## config.mk

```make
export PLATFORM = sky130hd
export DESIGN_NAME = io_line_relay
export DESIGN_NICKNAME = d
export VERILOG_FILES = /design/src/rtl/io_relay_pkg.sv /design/src/rtl/relay_sync.sv /design/src/rtl/relay_timer.sv /design/src/rtl/relay_lane.sv /design/src/rtl/io_line_relay.sv
export SDC_FILE = /design/constraint.sdc
export NUM_CORES = 1
export LEC_CHECK = 0
export CORE_MARGIN = 2
export CORE_UTILIZATION = 57
export DETAILED_ROUTE_END_ITERATION = 8
export MAX_ROUTING_LAYER = met4
export PLACE_DENSITY = 0.83
export SYNTH_ARGS = -nofsm -noshare
export SYNTH_HDL_FRONTEND = slang
export SYNTH_SLANG_ARGS = --single-unit
```

## constraint.sdc

```tcl
create_clock -name clk -period 2.3 [get_ports clk]
set_clock_uncertainty 0.05 [all_clocks]
set_input_delay 0.23 -clock clk [delete_from_list [all_inputs] [get_ports clk]]
set_output_delay 0.23 -clock clk [all_outputs]
set_load 0.005 [all_outputs]
```

## src/rtl/io_relay_pkg.sv

```systemverilog
package io_relay_pkg;

   // Phase of one lane; the master side is kept separately.
   typedef enum logic [2:0] {
      PH_HOLD    = 3'd0,   // session disabled, card side held low
      PH_RECOVER = 3'd1,   // wait until both lines read high
      PH_IDLE    = 3'd2,   // armed for a falling edge on either side
      PH_WAIT    = 3'd3,   // master low, delay running
      PH_DRIVE   = 3'd4,   // slave pulled low
      PH_BOOST   = 3'd5    // slave released, boost pulse running
   } lane_phase_e;

   function automatic int unsigned cnt_bits(input int unsigned limit);
      return (limit < 2) ? 1 : $clog2(limit + 1);
   endfunction

endpackage

```

## src/rtl/relay_sync.sv

```systemverilog
module relay_sync #(
   parameter int   WIDTH   = 1,
   parameter int   STAGES  = 2,
   parameter logic RST_VAL = 1'b1
) (
   input  logic             clk,
   input  logic             rst_n,
   input  logic [WIDTH-1:0] d,
   output logic [WIDTH-1:0] q
);

   if (STAGES < 2) begin : g_bad_stages
      $error("relay_sync: STAGES must be at least 2");
   end

   logic [WIDTH-1:0] stg_q [STAGES];

   always_ff @(posedge clk or negedge rst_n) begin
      if (!rst_n) begin
         for (int s = 0; s < STAGES; s++) stg_q[s] <= {WIDTH{RST_VAL}};
      end else begin
         stg_q[0] <= d;
         for (int s = 1; s < STAGES; s++) stg_q[s] <= stg_q[s-1];
      end
   end

   assign q = stg_q[STAGES-1];

endmodule

```

## src/rtl/relay_timer.sv

```systemverilog
module relay_timer #(
   parameter int DELAY_CYC = 10
) (
   input  logic clk,
   input  logic rst_n,
   input  logic load,
   input  logic run,
   output logic done
);

   localparam int CW = io_relay_pkg::cnt_bits(DELAY_CYC);
   localparam logic [CW-1:0] LOAD_VAL = CW'(DELAY_CYC - 1);

   logic [CW-1:0] cnt_q;

   always_ff @(posedge clk or negedge rst_n) begin
      if (!rst_n)                  cnt_q <= '0;
      else if (load)               cnt_q <= LOAD_VAL;
      else if (run && cnt_q != 0)  cnt_q <= cnt_q - 1'b1;
   end

   assign done = (cnt_q == '0);

endmodule

```

## src/rtl/relay_lane.sv

```systemverilog
module relay_lane
   import io_relay_pkg::*;
#(
   parameter int DELAY_CYC = 10,
   parameter bit HOST_WINS = 1'b1
) (
   input  logic clk,
   input  logic rst_n,
   input  logic line_en,
   input  logic host_lvl,
   input  logic card_lvl,
   output logic host_pull,
   output logic card_pull,
   output logic host_boost,
   output logic card_boost
);

   lane_phase_e ph_q, ph_d;
   logic        card_mst_q, card_mst_d;
   logic        host_prev_q, card_prev_q;
   logic        host_fall, card_fall;
   logic        master_lvl;
   logic        tmr_load, tmr_done;

   always_ff @(posedge clk or negedge rst_n) begin
      if (!rst_n) begin
         host_prev_q <= 1'b1;
         card_prev_q <= 1'b1;
      end else begin
         host_prev_q <= host_lvl;
         card_prev_q <= card_lvl;
      end
   end

   assign host_fall  = host_prev_q & ~host_lvl;
   assign card_fall  = card_prev_q & ~card_lvl;
   assign master_lvl = card_mst_q ? card_lvl : host_lvl;

   // Tie-break for a same-sample double fall.
   logic card_takes;
   if (HOST_WINS) begin : g_host_pri
      assign card_takes = card_fall & ~host_fall;
   end else begin : g_card_pri
      assign card_takes = card_fall;
   end

   always_comb begin
      ph_d       = ph_q;
      card_mst_d = card_mst_q;
      tmr_load   = 1'b0;
      if (!line_en) begin
         ph_d = PH_HOLD;
      end else begin
         unique case (ph_q)
            PH_HOLD:    ph_d = PH_RECOVER;
            PH_RECOVER: if (host_lvl && card_lvl) ph_d = PH_IDLE;
            PH_IDLE: begin
               if (host_fall || card_fall) begin
                  ph_d       = PH_WAIT;
                  card_mst_d = card_takes;
                  tmr_load   = 1'b1;
               end
            end
            PH_WAIT: begin
               if (master_lvl)    ph_d = PH_RECOVER;
               else if (tmr_done) ph_d = PH_DRIVE;
            end
            PH_DRIVE: begin
               if (master_lvl) begin
                  ph_d     = PH_BOOST;
                  tmr_load = 1'b1;
               end
            end
            PH_BOOST:   if (tmr_done) ph_d = PH_RECOVER;
            default:    ph_d = PH_RECOVER;
         endcase
      end
   end

   always_ff @(posedge clk or negedge rst_n) begin
      if (!rst_n) begin
         ph_q       <= PH_HOLD;
         card_mst_q <= 1'b0;
      end else begin
         ph_q       <= ph_d;
         card_mst_q <= card_mst_d;
      end
   end

   relay_timer #(.DELAY_CYC(DELAY_CYC)) u_timer (
      .clk   (clk),
      .rst_n (rst_n),
      .load  (tmr_load),
      .run   (ph_q == PH_WAIT || ph_q == PH_BOOST),
      .done  (tmr_done)
   );

   logic in_drive, in_boost;
   assign in_drive   = (ph_q == PH_DRIVE);
   assign in_boost   = (ph_q == PH_BOOST);
   assign card_pull  = (ph_q == PH_HOLD) | (in_drive & ~card_mst_q);
   assign host_pull  = in_drive & card_mst_q;
   assign card_boost = in_boost & ~card_mst_q;
   assign host_boost = in_boost & card_mst_q;

endmodule

```

## src/rtl/io_line_relay.sv

```systemverilog
module io_line_relay #(
   parameter int LANES       = 3,
   parameter int DELAY_CYC   = 10,
   parameter int SYNC_STAGES = 2,
   parameter bit HOST_WINS   = 1'b1
) (
   input  logic             clk,
   input  logic             rst_n,
   input  logic             line_en,
   input  logic [LANES-1:0] host_in,
   input  logic [LANES-1:0] card_in,
   output logic [LANES-1:0] host_pull,
   output logic [LANES-1:0] card_pull,
   output logic [LANES-1:0] host_boost,
   output logic [LANES-1:0] card_boost
);

   if (LANES < 1) begin : g_bad_lanes
      $error("io_line_relay: LANES must be at least 1");
   end
   if (DELAY_CYC < 4 || DELAY_CYC > 250) begin : g_bad_delay
      $error("io_line_relay: DELAY_CYC must lie in 4..250");
   end

   logic [LANES-1:0] host_s, card_s;

   relay_sync #(.WIDTH(LANES), .STAGES(SYNC_STAGES), .RST_VAL(1'b1)) u_sync_host (
      .clk(clk), .rst_n(rst_n), .d(host_in), .q(host_s)
   );
   relay_sync #(.WIDTH(LANES), .STAGES(SYNC_STAGES), .RST_VAL(1'b1)) u_sync_card (
      .clk(clk), .rst_n(rst_n), .d(card_in), .q(card_s)
   );

   for (genvar l = 0; l < LANES; l++) begin : g_lane
      relay_lane #(.DELAY_CYC(DELAY_CYC), .HOST_WINS(HOST_WINS)) u_lane (
         .clk        (clk),
         .rst_n      (rst_n),
         .line_en    (line_en),
         .host_lvl   (host_s[l]),
         .card_lvl   (card_s[l]),
         .host_pull  (host_pull[l]),
         .card_pull  (card_pull[l]),
         .host_boost (host_boost[l]),
         .card_boost (card_boost[l])
      );
   end

endmodule

```

* Word level (Yosys, flattened, before mapping)
Cells that the tools add are included.
** Cells by class
- Add/sub/neg operators :: 3
- Equality and inequality tests :: 30
- Muxes and demuxes :: 45
- Bitwise operators :: 36
- Reduce and logical (&&, ||, !) cells :: 30
** Operators with widths (number)
- $mux W3 :: 21
- $pmux W3 S5 :: 3
- $ne A3 B2 Y1 const B :: 12
- $mux W4 :: 6
- $and A1 B1 Y1 :: 21
- $eq A3 B2 Y1 const B :: 6
- $eq A3 B3 Y1 const B :: 6
- $reduce_and A5 Y1 :: 3
- $logic_not A4 Y1 :: 3
- $mux W1 :: 12
- $ne A4 B2 Y1 const B :: 3
- $not A1 Y1 :: 12
- $reduce_bool A4 Y1 :: 3
- $sub A4 B1 Y4 const B :: 3
- $eq A3 B1 Y1 const B :: 3
- $logic_not A3 Y1 :: 3
- $reduce_and A3 Y1 :: 3
- $logic_and A1 B1 Y1 :: 6
- $logic_or A1 B1 Y1 :: 6
- $pmux W1 S2 :: 3
- $reduce_bool A2 Y1 :: 3
- $or A1 B1 Y1 :: 3
** Word-level totals
- Register bits :: 42
- Input bits :: 9
- Output and inout bits :: 12
- Logic and storage cells :: 163

* Depth between registers and ports, before layout
Gate-level depths: netlist of the first run.
- Word-level depth :: 7
- Depth in mapped cells :: 7
- Gate-level depth less buffers :: 6

* Modules after synthesis
A second synthesis of the first run with hierarchy kept.
** Unflattened totals
- Cells, all modules :: 225
- Area, all modules :: 2338.5 µm²
** Modules (own cells, without submodules)
- relay_lane :: times used 3, cells an instance 46, area each 429.2 µm², seq. area each 152.6 µm²
- relay_timer :: times used 3, cells an instance 23, area each 230.2 µm², seq. area each 100.1 µm²
- relay_sync :: times used 2, cells an instance 9, area each 180.2 µm², seq. area each 157.7 µm²

* Worst setup path after synthesis of the first run
Ideal clock, no wire load.
- Path kind :: register to register
- From :: reg g_lane[1].u_lane.u_timer.cnt_q[0]
- To :: reg g_lane[1].u_lane.ph_q[1]
- Library setup time :: 0.111 ns
- Arrival :: 1.702 ns
- Data required time :: 2.139 ns
- Slack :: 0.436 ns
- Stages on the path, launching flop included :: 8
- Path buffers :: 1
- Period minus slack after synthesis :: 1.864 ns
- Cell sequence :: dfrtp_1 -> inv_1 -> ha_1 -> or3b_1 -> buf_6 -> a32oi_2 -> o211ai_2 -> a2111oi_2
** Between the ends
- Cells in the longest elaborated chain, start to end :: 3
- Elaborated cells on any way between the ends :: 4
- Classes of those cells :: eq/ne: 2; reduce/logical: 2
** Ends and longest elaborated chain
- start, declared :: line relay_timer.sv:14 : logic [CW-1:0] cnt_q;
- start signal, assigned :: line relay_timer.sv:19 : else if (run && cnt_q != 0) cnt_q <= cnt_q - 1'b1;
- $logic_not A4 Y1 (*) :: line relay_timer.sv:22 : assign done = (cnt_q == '0);
- $ne A4 B2 Y1 (no source line) / $ne A3 B2 Y1 (equally long branches)
- $reduce_and A5 Y1 (no source line) (*)
- end signal, assigned :: line relay_lane.sv:85 : ph_q <= ph_d;
- end, declared :: line relay_lane.sv:18 : lane_phase_e ph_q, ph_d;
Mark *: on every way between the ends. The rest lies on a longest branch, timed or not.
A chain may end at the register's enable or synchronous reset.

* Final worst setup path of the first run
- From :: reg g_lane[1].u_lane.ph_q[2]
- To :: out host_pull[1]
** Between the ends
- Cells in the longest elaborated chain, start to end :: 2
** Ends and longest elaborated chain
- $eq A3 B3 Y1 :: line relay_lane.sv:99 : assign in_drive = (ph_q == PH_DRIVE);
- $and A1 B1 Y1 :: line relay_lane.sv:102 : assign host_pull = in_drive & card_mst_q;
- end, declared :: line io_line_relay.sv:12 : output logic [LANES-1:0] host_pull,
Every way passes these cells.

==> run metrics, run 1 <==
status=complete, no violations; Iter 0 DRT Violations=78; RR Endpoint=g_lane[1].u_lane.ph_q[1]; # port buffers=20; initial antenna violation count=0; Congestion Overflow GR=0; Power Total=2240 uW; reg-to-reg startpoint=g_lane[1].u_lane.u_timer.cnt_q[0]; Detailed Routing Iterations Pass 1=4; Syn Nets=240; initial core utilization=60.43%; latest clock arrival within the worst-skew pair=0.29 ns; RSZ-0062 raised after global routing=no; wire per inst=12.82 um; crit path max fanout=8; fin crit share=92.42%; crit path to=host_pull[1]; Leak=0.001027 uW; EDFF count, synth=0; f_max=470.4 MHz; worst vdd ir=0.5229 mV; Die W=67.00 um; Yosys reg bits=42; multi-input logic area=1002 sq um; synthesized area=2262 sq um; Total Routed Length=3.642 mm; Vias/cell=5.606; CORE AREA=3744 sq um; CTS Sinks=42; vias in the first global route=1486; worst path cell trace=nor2b_2 -> nand2_1 -> nor2_1 -> clkdlybuf4s50_1; DIE HEIGHT=67.00 um; HP Class=in -> async; vias=1592; CP max-delay cell=dfrtp_1; Tmin final=2.126 ns; Final setup violation count=0; asr flop ratio synth=100.0%; Arrival @ worst endpoint=1.85 ns; CTS Buf Count=5; # rows=22; area post-placement=2390 sq um; synth unique cells=45; pwr dens=900.9 nW/um^2; largest net degree at the start of global routing=43; Diodes inserted=0; worst reg2reg setup slack=0.31 ns; depth of the most critical reg-to-reg path=6; nets@finish=247; DRT antenna net count=0; post-CTS setup buffers=0; pins over their slew limit=0; IO Pins=21; setup TNS=0 ns; Mapped Cells=228; ratio of cells with drive above 1 in the final layout=19.07%; Area Growth Syn to Fin=9.900%; Root Driver=clkbuf_8; CP Capture Type=output pin; Max clock buf depth=2; GPL Wtd Cong=0.8570; flip-flop and latch area=1074 sq um; fillcell total=308; crit path kind=reg -> out; first-pass GRT wire length=6.637 mm; GRT Resource Usage Total=20.45%; Rel. slew slack=42.36%; Hold Fails Final Rpt=0; Slew @ Worst Pin=0.8646 ns; critical path startpoint=g_lane[1].u_lane.ph_q[2]; cts hold-fix bufs=0; crit start category=register; design area=2486 sq um; DRC viols=0; H-tree Lvls=2; Worst path max stage delay=0.50 ns; TritonCTS clock tree=yes; sequential fraction of the synthesis area=47.46%; Yosys warning total=0; HPWL after DPL=2.617 mm; final core occ=66.41%; worst path required time=2.02 ns; Synth Flop Type=dfrtp_1; Worst-path clk slew=0.07 ns; max_cap viols=0; Mapped Avg Cell Area=9.922 sq um; DIE AREA=4488 sq um
## cells in the mapped netlist (2+ instances only)
library cell,n,share of area [%]
dfrtp_1,24,27
nand2_1,23,3.8
dfstp_2,18,21
a21oi_1,13,2.9
buf_4,13,4.3
inv_1,13,2.2
nor2_1,13,2.2
nor2b_1,13,3.6
nand4_1,8,2.2
xor2_1,8,3.1
mux2_2,6,3.0
clkbuf_1,5,0.83
nand3_1,5,1.1
nor3_1,5,1.1
o21ai_0,5,1.1
a211oi_1,4,1.3
a31oi_1,4,1.1
nand2b_1,4,1.1
xnor2_1,4,1.5
and2_1,3,0.83
buf_2,3,0.66
ha_1,3,1.7
mux2i_1,3,1.3
a21o_1,2,0.66
and3_1,2,0.55
nor3b_1,2,0.66
nor4b_1,2,0.77
o221a_2,2,1.0
or3b_2,2,0.77
## kinds of logic after synthesis
kind of cell | Yosys count | synth area share (%)
buf+inv | 35 | 8.462
fa+ha+maj | 3 | 1.659
xor+xnor | 12 | 4.646
compound gates | 40 | 12.78
flops | 42 | 47.46
simple gates | 87 | 20.69
mux | 9 | 4.314
## sequential cells by signal, indices dropped and copies added, names as in the netlist
name                         cells
u_sync_card.stg_q                3
u_sync_host.q                    3
g_lane.u_lane.card_prev_q        3
u_sync_host.stg_q                3
g_lane.u_lane.ph_q               9
u_sync_card.q                    3
g_lane.u_lane.host_prev_q        3
g_lane.u_lane.card_mst_q         3
g_lane.u_lane.u_timer.cnt_q     12
## repair_timing
action | in CTS | in global routing
endpoints found under the hold margin | 0 | 0
endpoints found under the setup margin | 0 | 4
resized for setup | 0 | 2
## critical path, delay by kind of cell, from the launching register on
kind	cells	cell delay, ns
DFF	1	0.50
buffers and inverters	1	0.50
and+or+nand+nor	3	0.55
## worst min path at each step
stage,from,end,slack [ns]
floorplan,rst_n,g_lane[0].u_lane.card_mst_q,-0.12
global route,rst_n,g_lane[1].u_lane.ph_q[0],0.07
CTS,rst_n,g_lane[1].u_lane.ph_q[0],0.03
detailed placement,u_sync_host.stg_q[5],u_sync_host.q[2],0.30
global placement,u_sync_host.stg_q[5],u_sync_host.q[2],0.30
finish,rst_n,g_lane[0].u_lane.ph_q[0],0.003
## stage by stage
stage               worst slack, ns  std cells  hold WS, ns
global route                0.03887        284      0.06992
CTS                         0.04652        284      0.02756
floorplan                    0.4364        228      -0.1156
global placement             0.3737        276       0.2959
detailed placement           0.3080        276       0.2972
finish                       0.1743        284     0.002848
## layout by cell type (no fill, tap or decap), types with 5 or more instances in the layout
| cell type | count |
|---|---|
| nor3_1 | 5 |
| clkdlybuf4s50_1 | 19 |
| mux2_2 | 6 |
| a21oi_1 | 13 |
| dfstp_2 | 18 |
| xor2_1 | 8 |
| nand3_1 | 5 |
| nor2_1 | 13 |
| nand4_1 | 8 |
| dfrtp_1 | 24 |
| o21ai_0 | 5 |
| clkbuf_8 | 6 |
| nor2b_1 | 11 |
| inv_1 | 13 |
| nand2_1 | 23 |
## layer usage
layer	part of all wire (%)	up-vias	global-route usage (%)
met5	0	-	-
met4	1.9	0	9.184
met3	4.5	7	4.561
met2	48	40	30.63
met1	46	744	26.67
li1	-	801	-
## cell type report
type                            count  share of cell area [%]
Inverter                           13                   1.963
Tap cell                           48                   2.416
Clock buffer                        7                   3.473
Multi-Input combinational cell    151                   40.31
Timing Repair Buffer               22                   8.455
Sequential cell                    42                   43.18
Clock inverter                      1                  0.2013
## report_power, final
group / internal [uW] / leakage [uW] / switching, uW / total [uW]
clock: 242 / 0.0000482 / 233 / 475
sequential: 917 / 0.000482 / 198 / 1110
combinational: 347 / 0.000496 / 303 / 650
(Power assumes the default switching activity.)
==> run 2: changes to the inputs <==
==> constraint.sdc (replaced) <==
create_clock -name clk -period 2.1 [get_ports clk]
set_clock_uncertainty 0.05 [all_clocks]
set_input_delay 0.21 -clock clk [delete_from_list [all_inputs] [get_ports clk]]
set_output_delay 0.21 -clock clk [all_outputs]
set_load 0.005 [all_outputs]
==> run 2 against run 1 <==
Net effect:
- combinational power is 14% higher
- final area up 3.7%
- via count up 3.9%
- routed wire length rose by 11%
- core utilization grew 2.4 points
- global-route usage grew 1.5 points
- first-iteration DRC count fell by 5.1%
- critical path depth unchanged
- setup slack worse by 0.052 ns
- non-clock buffer count grew 7
- register-to-register slack got worse by 0.13 ns
- critical path type unchanged
- largest cell class unchanged
- highest routed layer unchanged
==> run metrics, run 2 (synthesis gave the netlist of run 1 again) <==
setup TNS=0 ns; crit path kind=reg -> out; max_cap viols=0; pins over their slew limit=0; HP Class=in -> reg; Tmin final=1.978 ns; Buf+Inv Stages, Crit Path=1; max FFs per register=12; RSZ-0062 raised after global routing=no; CTS Sinks=42; worst path required time=1.84 ns; CTS Buf Count=5; crit start category=register; CORE AREA=3744 sq um; Area Growth Syn to Fin=13.94%; Max clock buf depth=2; # rows=22; largest net degree at the start of global routing=18; H-tree Lvls=2; RR Endpoint=g_lane[2].u_lane.ph_q[0]; DIE HEIGHT=67.00 um; Leak=0.001070 uW; Die W=67.00 um; GRT Resource Usage Total=21.97%; crit path to=host_boost[0]; placed cell count=282; pwr dens=1016 nW/um^2; IO Pins=21; Final setup violation count=0; DIE AREA=4488 sq um; Diodes inserted=0; Rel. slew slack=72.37%; Total Routed Length=4.049 mm; vias in the first global route=1639; worst path cell trace=nor2b_4 -> nand2_1 -> nor2_1 -> clkdlybuf4s50_1; post-CTS setup buffers=0; final std cells w/o fill=291; DRC viols=0; f_max=505.6 MHz; HPWL after DPL=2.849 mm; critical path startpoint=g_lane[0].u_lane.ph_q[1]; multi-input logic area=1012 sq um; flip-flop and latch area=1075 sq um; critical path depth=4; wire per inst=13.91 um; nets@finish=254; DRT antenna net count=0; fin crit share=94.19%; Worst-path clk slew=0.08 ns; latest clock arrival within the worst-skew pair=0.29 ns; TritonCTS clock tree=yes; Top reg by flops=g_lane.u_lane.u_timer.cnt_q; worst reg2reg setup slack=0.18 ns; CP max-delay cell=clkdlybuf4s50_1; Iter 0 DRT Violations=74; Root Driver=clkbuf_8; Congestion Overflow GR=0; final core occ=68.85%; vias=1654; initial antenna violation count=0; GPL Wtd Cong=0.8570; most frequent cells in the layout=nand2_1, dfrtp_1, clkdlybuf4s50_1; CP Capture Type=output pin; status=complete, no violations; reg-to-reg startpoint=g_lane[2].u_lane.u_timer.cnt_q[0]; Slew @ Worst Pin=0.4145 ns; # port buffers=20; crit path max fanout=9; Arrival @ worst endpoint=1.72 ns; depth of the most critical reg-to-reg path=6; Hold Fails Final Rpt=0; first-pass GRT wire length=7.196 mm; ratio of cells with drive above 1 in the final layout=21.40%; top flop regs=g_lane.u_lane.u_timer.cnt_q: 12 flops, g_lane.u_lane.ph_q: 9 flops; Worst path max stage delay=0.52 ns; Vias/cell=5.684; worst vdd ir=0.6204 mV; initial core utilization=60.43%; Detailed Routing Iterations Pass 1=4; fillcell total=291; Worst path top cell family by delay=buffers and inverters
-- run 2: cell types whose count changed in the layout (fill, tap and decap cells not counted) --
| cell | change |
|---|---|
| buf_4 | +6 |
| nor2b_2 | -2 |
| nor2b_4 | +2 |
| bufinv_16 | +1 |
| clkinv_2 | -1 |
| dfrtp_1 | -1 |
| dfrtp_2 | +1 |
| dlygate4sd3_1 | +1 |
-- run 2: layout make-up --
type	instances	share of cell area, %
Multi-Input combinational cell	151	39.27
Sequential cell	42	41.70
Clock buffer	7	3.350
Inverter	13	1.893
Timing Repair Buffer	29	10.29
Clock inverter	1	1.165
Tap cell	48	2.330
-- run 2: through the flow --
step	cell area, sq um	setup slack, ns	hold slack, ns	total power [uW]
after floorplan	2262	0.2364	-0.1356	1788
after global placement	2435	0.1715	0.09681	1926
after detailed placement	2435	0.1246	0.09784	1966
after CTS	2566	0.03306	0.2603	2638
after global routing	2577	0.0005690	0.2607	2814
final	2577	0.1220	0.2729	2618
-- run 2: how the worst min path moves through the flow --
| stage | from | to | slack, ns | cells past startpoint |
|---|---|---|---|---|
| 4_1_cts | card_in[0] | u_sync_card.stg_q[3] | 0.26 | 1 |
| 6_report | card_in[0] | u_sync_card.stg_q[3] | 0.27 | 1 |
| 5_1_grt | host_in[0] | u_sync_host.stg_q[3] | 0.26 | 1 |
| 3_5_place_dp | rst_n | g_lane[1].u_lane.card_mst_q | 0.1 | 1 |
| 3_3_place_gp | rst_n | g_lane[0].u_lane.ph_q[2] | 0.1 | 1 |
| 2_1_floorplan | rst_n | g_lane[0].u_lane.card_mst_q | -0.14 | 0 |
-- run 2: where the power goes --
part / internal [uW] / switching (uW)
clock: 388 / 261
sequential: 1000 / 223
combinational: 392 / 350
-- run 2: routing by layer --
metal / GRT usage [%] / vias up / share of wire, %
met5: - / - / 0
met4: 7.143 / 0 / 0.96
met3: 4.561 / 4 / 2.8
met2: 35.88 / 27 / 49
met1: 27.47 / 819 / 48
li1: - / 804 / -
-- run 2: repair_timing --
item | CTS | global route
setup endpoints to repair | 5 | 4
gates resized for setup | 2 | 3
hold buffers | 1 | 0
hold endpoints to repair | 9 | 0
==> run 3: changes to the inputs <==
--- a/config.mk
+++ b/config.mk
@@ -5,11 +5,13 @@
 export SDC_FILE = /design/constraint.sdc
 export NUM_CORES = 1
 export LEC_CHECK = 0
+export ABC_CLOCK_PERIOD_IN_PS = 2100
 export CORE_MARGIN = 2
-export CORE_UTILIZATION = 57
+export CORE_UTILIZATION = 59
+export CTS_BUF_LIST = sky130_fd_sc_hd__clkbuf_8
 export DETAILED_ROUTE_END_ITERATION = 8
 export MAX_ROUTING_LAYER = met4
-export PLACE_DENSITY = 0.83
+export PLACE_DENSITY = 0.86
 export SYNTH_ARGS = -nofsm -noshare
 export SYNTH_HDL_FRONTEND = slang
 export SYNTH_SLANG_ARGS = --single-unit
==> run 3 against run 2 <==
Net effect:
- non-clock buffer count down 1
- critical path depth is the same
- die area decreased by 3.2%
- sequential share of layout area up 0.19 points
- combinational power grew 0.8%
- maximum frequency is 2.4% lower
- flip-flop and latch count stayed put
- sequential power about the same
- clock power shrank 2%
- hold slack got worse by 0.0076 ns
- final area decreased by 0.34%
- critical path type is now reg -> reg
- critical endpoint is now g_lane[2].u_lane.ph_q[2]
==> run metrics, run 3 (synthesis gave the netlist of run 1 again) <==
status=complete, no violations; nets@finish=253; final core occ=70.16%; CTS Sinks=42; pins over their slew limit=0; vias in the first global route=1648; DIE HEIGHT=65.92 um; Root Driver=clkbuf_8; Area Growth Syn to Fin=13.55%; CORE AREA=3661 sq um; fin crit share=96.49%; register share of total power=47.0%; vias=1665; ratio of cells with drive above 1 in the final layout=21.99%; routing usage on met3=5.622%; switching pwr=835.0 uW; TritonCTS clock tree=yes; crit path to=g_lane[2].u_lane.ph_q[2]; combinational share of power=28.6%; Leak=0.001063 uW; RSZ-0062 raised after global routing=no; worst vdd ir=0.5675 mV; Slew @ Worst Pin=0.8154 ns; largest net degree at the start of global routing=39; GR met1 Demand/Resource=25.53%; worst reg2reg setup slack=0.07 ns; clock share of power=24.4%; Worst-path clk slew=0.08 ns; Detailed Routing Iterations Pass 1=4; worst path required time=2.23 ns; Top reg by flops=g_lane.u_lane.u_timer.cnt_q; Final setup violation count=0; DIE AREA=4345 sq um; crit path max fanout=13; # rows=22; IO Pins=21; f_max=493.5 MHz; most frequent cells in the layout=nand2_1, dfrtp_1, clkdlybuf4s50_1; # port buffers=20; setup TNS=0 ns; latest clock arrival within the worst-skew pair=0.29 ns; max FFs per register=12; DRT antenna net count=0; reg-to-reg startpoint=g_lane[2].u_lane.ph_q[0]; critical path startpoint=g_lane[2].u_lane.ph_q[0]; GPL Wtd Cong=0.9404; Vias/cell=5.761; Power Total=2612 uW; CP Capture Type=register; pwr dens=1017 nW/um^2; depth of the most critical reg-to-reg path=4; Arrival @ worst endpoint=2.16 ns; CTS Buf Count=5; GR Util met2=35.23%; Max clock buf depth=2; first-pass GRT wire length=7.003 mm; top flop regs=g_lane.u_lane.u_timer.cnt_q: 12 flops, g_lane.u_lane.ph_q: 9 flops; P_int=1777 uW; wire per inst=14.35 um; max_cap viols=0; DRC viols=0; Diodes inserted=0; Die W=65.92 um; Congestion Overflow GR=0; PnR worst setup slack=0.07363 ns; GRT Resource Usage Total=21.88%; initial core utilization=61.79%; Iter 0 DRT Violations=84; global route hottest layer=met2; RR Endpoint=g_lane[2].u_lane.ph_q[2]; switching part of the total=31.97%; crit start category=register; Tmin final=2.026 ns; Post-Place Setup Slack=0.1459 ns; H-tree Lvls=2; initial antenna violation count=0; Total Routed Length=4.148 mm; Hold Fails Final Rpt=0; HPWL after DPL=2.825 mm; commonest non-fill, non-tap cell in the layout=nand2_1; Rel. slew slack=45.64%; crit path kind=reg -> reg; HP Class=in -> reg
[run 3: timing repair]
action / in CTS / in global routing
endpoints found under the setup margin: 0 / 7
hold buffers: 1 / 0
endpoints found under the hold margin: 24 / 0
setup buffers: 0 / 0
gates resized for setup: 0 / 6
[run 3: metrics by stage]
| stage | std cells | hold slack [ns] | instance area, sq um |
|---|---|---|---|
| 2_1_floorplan | 228 | -0.1356 | 2262 |
| 3_3_place_gp | 281 | 0.2945 | 2427 |
| 3_5_place_dp | 281 | 0.2972 | 2427 |
| 4_1_cts | 289 | 0.2598 | 2550 |
| 5_1_grt | 289 | 0.2526 | 2569 |
| 6_report | 289 | 0.2653 | 2569 |
[run 3: worst min path at each step]
stage                     depth (start not counted)                           endpoint  startpoint
after floorplan                                   0        g_lane[0].u_lane.card_mst_q       rst_n
after global placement                            1  g_lane[0].u_lane.u_timer.cnt_q[1]       rst_n
after detailed placement                          1  g_lane[0].u_lane.u_timer.cnt_q[1]       rst_n
after CTS                                         1               u_sync_card.stg_q[4]  card_in[1]
after global routing                              1               u_sync_card.stg_q[4]  card_in[1]
final                                             1               u_sync_card.stg_q[4]  card_in[1]
[run 3: layer usage]
layer  vias up  part of all wire (%)
met5         -                     0
met4         0                   2.1
met3        11                   4.1
met2        50                    49
met1       797                    44
li1        807                     -
[run 3: critical path: stages (launching register included)]
cell	delay, ns
dfrtp_1	0.56
nor4bb_1	0.54
a32oi_1	0.20
o221ai_1	0.18
mux2_2	0.38
[run 3: area by class of cell]
type / instances / area, sq um
tap: 48 / 60.06
clock inverter: 1 / 30.03
timing repair buffer: 28 / 257.7
multi-input combinational: 151 / 1013
fill: 279 / 1092
inverter: 13 / 48.80
clock buffer: 6 / 82.58
sequential: 42 / 1076
[run 3: power by group through the flow]
stage               logic [uW]  clock network [uW]  registers [uW]
floorplan                  654                   0            1130
global placement           708                   0            1220
detailed placement         736                   0            1230
CTS                        751                 653            1220
global route               836                 687            1260
finish                     748                 636            1230
